<file path="src/rtl/prio_irq_pkg.sv">
package prio_irq_pkg;
  localparam int DATA_W = 32;
  localparam int LVL_W  = 4;
  localparam int ADDR_W = 2;

  typedef enum logic [ADDR_W-1:0] {
    ADR_PRIO = 2'd0,
    ADR_STAT = 2'd1,
    ADR_MSET = 2'd2,
    ADR_MCLR = 2'd3
  } reg_addr_e;
endpackage

</file>
<file path="src/rtl/prio_irq_regs.sv">
module prio_irq_regs
  import prio_irq_pkg::*;
#(
  parameter int NUM_SRC = 4
) (
  input  logic                     clk_i,
  input  logic                     rst_i,
  input  logic [ADDR_W-1:0]        addr_i,
  input  logic                     wen_i,
  input  logic [DATA_W-1:0]        wdata_i,
  input  logic [NUM_SRC-1:0]       req_i,
  output logic [DATA_W-1:0]        rdata_o,
  output logic [NUM_SRC*LVL_W-1:0] prio_o,
  output logic [NUM_SRC-1:0]       mask_o
);
  localparam int PW = NUM_SRC * LVL_W;

  logic [PW-1:0]      prio_q;
  logic [NUM_SRC-1:0] mask_q;
  logic [NUM_SRC-1:0] stat_q;
  logic [DATA_W-1:0]  rd_mux;

  // Priority and mask registers; only the implemented field bits are stored.
  always_ff @(posedge clk_i) begin
    if (rst_i) begin
      prio_q <= '0;
      mask_q <= '0;
    end else if (wen_i) begin
      unique case (reg_addr_e'(addr_i))
        ADR_PRIO: prio_q <= wdata_i[PW-1:0];
        ADR_MSET: mask_q <= mask_q | wdata_i[NUM_SRC-1:0];
        ADR_MCLR: mask_q <= mask_q & ~wdata_i[NUM_SRC-1:0];
        default:  ;
      endcase
    end
  end

  // Raw request snapshot, independent of priority and mask.
  always_ff @(posedge clk_i) begin
    if (rst_i) stat_q <= '0;
    else       stat_q <= req_i;
  end

  always_comb begin
    rd_mux = '0;
    unique case (reg_addr_e'(addr_i))
      ADR_PRIO: rd_mux[PW-1:0]      = prio_q;
      ADR_STAT: rd_mux[NUM_SRC-1:0] = stat_q;
      ADR_MSET,
      ADR_MCLR: rd_mux[NUM_SRC-1:0] = mask_q;
      default:  rd_mux = '0;
    endcase
  end

  always_ff @(posedge clk_i) begin
    if (rst_i) rdata_o <= '0;
    else       rdata_o <= rd_mux;
  end

  assign prio_o = prio_q;
  assign mask_o = mask_q;
endmodule

</file>
<file path="src/rtl/prio_irq_arbiter.sv">
module prio_irq_arbiter
  import prio_irq_pkg::*;
#(
  parameter int NUM_SRC = 4,
  localparam int SRC_W  = (NUM_SRC > 1) ? $clog2(NUM_SRC) : 1
) (
  input  logic [NUM_SRC-1:0]       req_i,
  input  logic [NUM_SRC-1:0]       mask_i,
  input  logic [NUM_SRC*LVL_W-1:0] prio_i,
  output logic [LVL_W-1:0]         win_lvl_o,
  output logic [SRC_W-1:0]         win_idx_o
);
  logic [LVL_W-1:0] eff_lvl [NUM_SRC];

  // A source competes with its level only when requesting and unmasked;
  // otherwise it offers level zero, which can never win.
  for (genvar g = 0; g < NUM_SRC; g++) begin : g_field
    assign eff_lvl[g] = (req_i[g] && !mask_i[g]) ? prio_i[g*LVL_W +: LVL_W] : '0;
  end

  // Strict comparison keeps the earlier (lower) index on ties.
  always_comb begin
    win_lvl_o = '0;
    win_idx_o = '0;
    for (int i = 0; i < NUM_SRC; i++) begin
      if (eff_lvl[i] > win_lvl_o) begin
        win_lvl_o = eff_lvl[i];
        win_idx_o = SRC_W'(i);
      end
    end
  end
endmodule

</file>
<file path="src/rtl/prio_irq_outreg.sv">
module prio_irq_outreg
  import prio_irq_pkg::*;
#(
  parameter int SRC_W = 2
) (
  input  logic             clk_i,
  input  logic             rst_i,
  input  logic [LVL_W-1:0] win_lvl_i,
  input  logic [SRC_W-1:0] win_idx_i,
  input  logic [LVL_W-1:0] cpu_lvl_i,
  output logic             irq_o,
  output logic [LVL_W-1:0] lvl_o,
  output logic [SRC_W-1:0] idx_o
);
  always_ff @(posedge clk_i) begin
    if (rst_i) begin
      irq_o <= 1'b0;
      lvl_o <= '0;
      idx_o <= '0;
    end else begin
      irq_o <= (win_lvl_i > cpu_lvl_i);
      lvl_o <= win_lvl_i;
      idx_o <= win_idx_i;
    end
  end
endmodule

</file>
<file path="src/rtl/prio_irq_ctrl.sv">
module prio_irq_ctrl
  import prio_irq_pkg::*;
#(
  parameter int NUM_SRC = 4,
  localparam int SRC_W  = (NUM_SRC > 1) ? $clog2(NUM_SRC) : 1
) (
  input  logic                 clk_i,
  input  logic                 rst_i,
  input  logic [ADDR_W-1:0]    bus_addr_i,
  input  logic                 bus_wen_i,
  input  logic [DATA_W-1:0]    bus_wdata_i,
  output logic [DATA_W-1:0]    bus_rdata_o,
  input  logic [NUM_SRC-1:0]   req_i,
  input  logic [LVL_W-1:0]     cpu_lvl_i,
  output logic                 irq_o,
  output logic [LVL_W-1:0]     irq_level_o,
  output logic [SRC_W-1:0]     irq_src_o
);
  logic [NUM_SRC*LVL_W-1:0] prio_w;
  logic [NUM_SRC-1:0]       mask_w;
  logic [LVL_W-1:0]         win_lvl_w;
  logic [SRC_W-1:0]         win_idx_w;

  prio_irq_regs #(.NUM_SRC(NUM_SRC)) regs_i (
    .clk_i   (clk_i),
    .rst_i   (rst_i),
    .addr_i  (bus_addr_i),
    .wen_i   (bus_wen_i),
    .wdata_i (bus_wdata_i),
    .req_i   (req_i),
    .rdata_o (bus_rdata_o),
    .prio_o  (prio_w),
    .mask_o  (mask_w)
  );

  prio_irq_arbiter #(.NUM_SRC(NUM_SRC)) arb_i (
    .req_i     (req_i),
    .mask_i    (mask_w),
    .prio_i    (prio_w),
    .win_lvl_o (win_lvl_w),
    .win_idx_o (win_idx_w)
  );

  prio_irq_outreg #(.SRC_W(SRC_W)) out_i (
    .clk_i     (clk_i),
    .rst_i     (rst_i),
    .win_lvl_i (win_lvl_w),
    .win_idx_i (win_idx_w),
    .cpu_lvl_i (cpu_lvl_i),
    .irq_o     (irq_o),
    .lvl_o     (irq_level_o),
    .idx_o     (irq_src_o)
  );
endmodule

</file>
<file path="config.mk">
export PLATFORM = sky130hd
export DESIGN_NAME = prio_irq_ctrl
export DESIGN_NICKNAME = d
export VERILOG_FILES = /design/src/rtl/prio_irq_pkg.sv /design/src/rtl/prio_irq_regs.sv /design/src/rtl/prio_irq_arbiter.sv /design/src/rtl/prio_irq_outreg.sv /design/src/rtl/prio_irq_ctrl.sv
export SDC_FILE = /design/constraint.sdc
export NUM_CORES = 1
export LEC_CHECK = 0
export BUFFER_PORTS_ARGS = -buffer_cell sky130_fd_sc_hd__buf_2
export CELL_PAD_IN_SITES_DETAIL_PLACEMENT = 2
export CELL_PAD_IN_SITES_GLOBAL_PLACEMENT = 2
export CORE_UTILIZATION = 25
export DETAILED_ROUTE_END_ITERATION = 6
export PLACE_DENSITY = 0.72
export SYNTH_ARGS = -nofsm -noshare
export SYNTH_HDL_FRONTEND = slang
export SYNTH_SLANG_ARGS = --single-unit
</file>
<file path="constraint.sdc">
create_clock -name clk_i -period 6.1 [get_ports clk_i]
set_input_delay 1.22 -clock clk_i [delete_from_list [all_inputs] [get_ports clk_i]]
set_output_delay 1.22 -clock clk_i [all_outputs]
set_load 0.1 [all_outputs]
</file>
==> impl_metrics.ini, run 1 <==
[global_route]
grt_overflow = 0
antenna_found_initial = 0
grt_use_total_pct = 14.39
grt_pass1_wl_um = 10880
grt_max_degree = 34
grt_pass1_vias = 2279

[logic_synthesis]
yosysMostFrequentCell = nand2_1
syn_area_per_cell_um2 = 8.439
synth_edf_count = 0
ys_seq_area_share_pct = 40.69
synthArstFlopShare_pct = 0
synth_largest_area_cell = dfxtp_1
synth.area.top_cells = dfxtp_1 41%, nand2_1 8.0%, ha_1 7.0%
ys_types = 43
synth_commonest_cells = 49 x nand2_1, 47 x dfxtp_1, 30 x a21oi_1, 18 x and2_1, 16 x buf_4
syn-cell-area_um2 = 2312
ys_seq_elements = 47
yosysWarnings = 0
dominantRegCellSynth = dfxtp_1
synth_top_area_share_pct = 40.69
syn-instance-count = 274

[critical_path]
cpMostUsedCell = ha_4
cpPeakStageDelay_ps = 390
arrival_ps = 6200
reg2reg_depth = 28
crit_family = simple AND/OR/NAND/NOR gates
r2r_slack_ps = 700
crit_path_max_fanout = 3
crit_type = in2reg
cp.required_ps = 6310
cp-end-kind = flop
startpoint = req_i[1]
slowest_stage = or3b_4
critPathBufInv = 2
worst_r2r_endpoint = out_i.irq_o$_SDFF_PP0_
critPathLaunchType = input pin

[floorplan]
pin_count = 84
row_count = 34
core_area_um2 = 8848
dieArea_um2 = 9637
start_util_pct = 26.13
die_y_um = 98.17
die_w_um = 98.17

[route]
via_count = 2126
drt-vias-per-instance = 4.673
drc = 2
drtIter0Drc = 24
drt-total-wl_um = 6827
wl_per_cell_um = 15.00
ant_nets = 0
dr.pass1.iters = 7

[finish]
nets = 404
fillers = 1041
fin_area_um2 = 3065
antenna_cells = 0
areaGrowthSynthToFinish_pct = 32.58
final_layout_size_suffix_gt1_share_pct = 33.43
final_util_pct = 34.64

[sta]
hold_viol_final = 0
rsz0062_at_grt = true
drv_slew = 0
clock_skew_ps = 10.10
worstMarginPinSlew_ps = 1093
setup_viol = 0
fin_crit_sh_pct = 98.23
slew_headroom_pct = 26.54
max_freq_mhz = 166.9
fin_crit_ps = 5992

[job]
maxCapViolCount = 0

[clock_tree]
cts_tree = done
cts.path.max_buffers = 2
clkLatencyLatePin_ps = 310
numCtsBuffers = 5
clkSinkCount = 47
cts_max_level = 2
path_clk_slew_ps = 90
postCtsHoldBufs = 0
root_buffer = clkbuf_8

[hold_path]
hold_depth = 2
whs_endpoint = regs_i.prio_o[13]$_SDFFE_PP0P_
hp-start = regs_i.prio_o[13]$_SDFFE_PP0P_
hold_class = reg2reg

[power_and_ir_drop]
powerDensity_nw_per_um2 = 253.8
ir_drop_uv = 101.0
leakage_nw = 1.408

[placed_design]
routabilityCongestion = 0.7762
placed_cell_area_um2 = 2790
dpl.hpwl_um = 5142
io_buffers = 51

[run_status]
outcome = finished, violations left
violations = design-rule violations
==> power by group <==
group	switching [mW]	internal (mW)	leakage (nW)
Clock	0.116	0.135	0.0618
Combinational	0.146	0.0563	0.964
Sequential	0.00579	0.319	0.382
==> cell usage in the layout (no fill, tap or decap), drive strengths merged, types with 2 or more instances in the layout <==
cell / instances
nand3: 3
nor2: 15
a311oi: 4
a31oi: 3
a21oi: 30
ha: 13
a2bb2oi: 2
clkbuf: 6
o21a: 2
and2: 18
o21ai: 4
dfxtp: 47
buf: 77
inv: 10
nand2: 49
or2: 2
nor3b: 2
conb: 16
nor2b: 10
nor3: 2
nand2b: 3
o22ai: 2
nand4: 2
mux2i: 8
==> flip-flops by register name, indices dropped and copies added, names as in the netlist, named ones only <==
name / flops
regs_i.prio_o: 16
regs_i.stat_q: 4
regs_i.rdata_o: 16
out_i.idx_o: 2
out_i.irq_o: 1
out_i.lvl_o: 4
==> cells by family (layout without fill, tap and decap cells) <==
group | after synthesis | after routing | synth area share, %
AO/OA/AOI/OAI | 56 | 56 | 15.53
XOR/XNOR | 1 | 1 | 0.3789
adder cells (fa/ha/maj) | 13 | 13 | 7.035
buffers and inverters | 36 | 94 | 8.442
flip-flops | 47 | 47 | 40.69
multiplexers | 9 | 9 | 4.113
other | 1 | 16 | 0.1622
AND/OR/NAND/NOR | 111 | 111 | 23.65
==> final cells by class <==
type	count	area, µm²	share of cell area [%]
tap	108	135.1	4.408
clock buffer	6	82.58	2.694
sequential	47	940.9	30.69
timing repair buffer	77	454.2	14.82
inverter	9	33.78	1.102
clock inverter	2	38.79	1.265
multi-input combinational	206	1380	45.02
==> per-stage QoR <==
step | TNS, ps | hold slack [ps] | setup WS (ps) | total power, mW | instances
floorplan | 0 | 440.1 | 17.42 | 0.4849 | 289
global route | -79.35 | 501.0 | -79.35 | 0.8112 | 455
global placement | -365.3 | 453.0 | -365.3 | 0.5160 | 442
CTS | 0 | 475.5 | 12.82 | 0.7787 | 454
finish | 0 | 467.3 | 108.0 | 0.7781 | 455
detailed placement | -776.0 | 461.3 | -604.5 | 0.5209 | 442
==> metal layers <==
layer	vias up	track usage [%]	routed length, µm
li1	1037	-	-
met1	1038	16.00	2760
met2	42	27.57	3747
met3	9	2.720	227
met4	0	4.133	91
met5	-	0	0
==> worst reg2reg max path: cells and delay by family, from the launching register on <==
family          cells  cell delay, ps
flops               1             380
simple gates       13            1950
buf+inv             1              50
fa+ha+maj           4             950
mux                 2             640
compound gates      8            1340
==> timing repair <==
item	in CTS	in global routing
gates cloned	0	0
gates resized for setup	10	12
buffers inserted	4	1
pin swaps	6	9
endpoints found under the setup margin	1	1
==> how the worst max path moves through the flow <==
stage,endpoint,cells after the start
floorplan,out_i.irq_o$_SDFF_PP0_,27
global placement,out_i.irq_o$_SDFF_PP0_,29
detailed placement,out_i.irq_o$_SDFF_PP0_,28
CTS,out_i.irq_o$_SDFF_PP0_,28
global route,out_i.irq_o$_SDFF_PP0_,30
finish,out_i.irq_o$_SDFF_PP0_,29
(Power assumes the default switching activity.)
==> run 2: changes to the inputs <==
--- a/config.mk
+++ b/config.mk
@@ -5,12 +5,14 @@
 export SDC_FILE = /design/constraint.sdc
 export NUM_CORES = 1
 export LEC_CHECK = 0
+export ABC_AREA = 1
 export BUFFER_PORTS_ARGS = -buffer_cell sky130_fd_sc_hd__buf_2
 export CELL_PAD_IN_SITES_DETAIL_PLACEMENT = 2
 export CELL_PAD_IN_SITES_GLOBAL_PLACEMENT = 2
-export CORE_UTILIZATION = 25
+export CORE_MARGIN = 3
+export CORE_UTILIZATION = 24
 export DETAILED_ROUTE_END_ITERATION = 6
-export PLACE_DENSITY = 0.72
+export PLACE_DENSITY = 0.7
 export SYNTH_ARGS = -nofsm -noshare
 export SYNTH_HDL_FRONTEND = slang
 export SYNTH_SLANG_ARGS = --single-unit
==> run 2 against run 1 <==
Compared with the run above:
- the flow now finishes without violations
- sequential power is 5% higher
- global-route usage is 1.8 points lower
- via count is 1.6% higher
- non-clock buffer count fell by 26
- largest power group is now combinational cells
==> impl_metrics.ini, run 2 <==
[floorplan]
pin_count = 84
die_y_um = 106.5
die_w_um = 106.5
row_count = 36
core_area_um2 = 9819
start_util_pct = 24.69
dieArea_um2 = 11350

[route]
ant_nets = 0
drtIter0Drc = 36
drc = 0
wl_per_cell_um = 13.60
drt-total-wl_um = 6855
dr.pass1.iters = 4
via_count = 2160
drt-vias-per-instance = 4.286

[logic_synthesis]
synth_top_area_share_pct = 38.80
synth_largest_area_cell = dfxtp_1
syn_area_per_cell_um2 = 7.554
yosysMostFrequentCell = dfxtp_1
synthArstFlopShare_pct = 0
synth_commonest_cells = 47 x dfxtp_1, 45 x inv_1, 36 x nor2_1, 31 x nand2_1
yosysWarnings = 0
ys_seq_area_share_pct = 38.80
synth_edf_count = 0
dominantRegCellSynth = dfxtp_1
syn-cell-area_um2 = 2425
syn-instance-count = 321
synth.area.top_cells = dfxtp_1 39%, inv_1 7.0%, ha_1 6.7%
ys_types = 29
ys_seq_elements = 47

[sta]
holdWs_ps = 449.3
clock_skew_ps = 9.561
rsz0062_at_grt = false
hold_viol_final = 0
fin_crit_ps = 5274
worstMarginPinSlew_ps = 933.7
finalSetupTns_ps = 0
drv_slew = 0
setup_viol = 0
fin_crit_sh_pct = 86.47
max_freq_mhz = 189.6
slew_headroom_pct = 37.60

[global_route]
grt_pass1_vias = 2422
grt_pass1_wl_um = 11360
antenna_found_initial = 0
grt_max_degree = 31
grt_overflow = 0
grt_use_total_pct = 12.59

[critical_path]
critPathLaunchType = input pin
crit_path_max_fanout = 7
crit_type = in2reg
slowest_stage = ha_1
arrival_ps = 5510
cpPeakStageDelay_ps = 330
critPathBufInv = 7
crit_family = simple AND/OR/NAND/NOR gates
cp-end-kind = flop
cp.required_ps = 6340
r2r_slack_ps = 1460

[placed_design]
dpl.hpwl_um = 5352
routabilityCongestion = 0.7623
place_inst = 497
io_buffers = 51

[finish]
fin_cells = 504
final_common_cell = buf_2
final_cell_mix = 51 x buf_2, 47 x dfxtp_1, 45 x inv_1
areaGrowthSynthToFinish_pct = 17.08
nets = 429
antenna_cells = 0
final_layout_size_suffix_gt1_share_pct = 25.34

[clock_tree]
ctsResizeCount = 0
numCtsBuffers = 5
clkSinkCount = 47
clkLatencyLatePin_ps = 300
cts_max_level = 2
root_buffer = clkbuf_8
path_clk_slew_ps = 90
cts.path.max_buffers = 2
post_cts_buffers = 0
postCtsHoldBufs = 0
cts_tree = done

[run_status]
outcome = completed

[power_and_ir_drop]
power.total_mw = 0.9534
ir_drop_uv = 145.9
leakage_nw = 1.387
powerDensity_nw_per_um2 = 335.8

[hold_path]
hold_class = reg2reg

[job]
maxCapViolCount = 0
## run 2: changes by cell type in the layout (fill, tap and decap cells not counted), moves of 9 or more
cell	delta
nand2_1	-16
nor2_1	+23
inv_1	+37
nand2_2	+10
buf_4	-25
and2_1	-15
nor2b_1	-9
nand3_1	+23
o21ai_0	+26
## run 2: power by group
part | total, mW | switching, mW | internal (mW)
Sequential | 0.340 | 0.00668 | 0.333
Clock | 0.190 | 0.111 | 0.0787
Combinational | 0.424 | 0.331 | 0.0929
## run 2: kinds of logic (layout without fill, tap and decap cells)
| logic type | after synthesis | count (layout) | share of synthesized area (%) |
|---|---|---|---|
| simple gates | 125 | 125 | 26.62 |
| fa+ha+maj | 13 | 13 | 6.708 |
| compound gates | 57 | 57 | 12.54 |
| other cells | 1 | 16 | 0.1547 |
| buf+inv | 78 | 113 | 15.17 |
| flops | 47 | 47 | 38.80 |
## run 2: final timing paths
| path | startpoint | end | depth (start not counted) |
|---|---|---|---|
| setup / recovery | req_i[0] | out_i.irq_o$_SDFF_PP0_ | 32 |
| hold / removal | regs_i.prio_o[5]$_SDFFE_PP0P_ | regs_i.rdata_o[5]$_SDFF_PP0_ | 2 |
| setup reg to reg | flop | out_i.irq_o$_SDFF_PP0_ | 32 |
| hold reg to reg | regs_i.prio_o[5]$_SDFFE_PP0P_ | regs_i.rdata_o[5]$_SDFF_PP0_ | 2 |
## run 2: final cells by class
class	count	area, µm²
clock buffer	5	68.82
clock inverter	2	13.76
sequential	47	940.9
timing repair buffer	51	255.2
multi-input combinational	211	1172
tap	133	166.4
inverter	55	221.5
fill	1224	6980
## run 2: worst reg2reg max path, delay by kind of cell, from the launching register on
family | cells | cell delay (ps)
and+or+nand+nor | 15 | 1650
DFF | 1 | 320
buffers and inverters | 7 | 540
AOI/OAI and AO/OA | 6 | 850
adders and majority gates | 4 | 1220
## run 2: routing by layer
layer  vias up  global-route usage [%]  share of wire [%]
met5         -                       0                  0
met4         0                   3.470                1.2
met3         6                   2.429                3.3
met2        41                   23.48                 52
met1      1027                   14.55                 43
li1       1086                       -                  -
## run 2: per-stage QoR
stage	util, %	instance area [µm²]	setup slack (ps)
after floorplan	-	2481	1276
after global placement	28.07	2756	647.0
after detailed placement	28.07	2756	415.4
after CTS	28.91	2839	702.3
after global routing	28.91	2839	347.4
final	28.91	2839	825.6
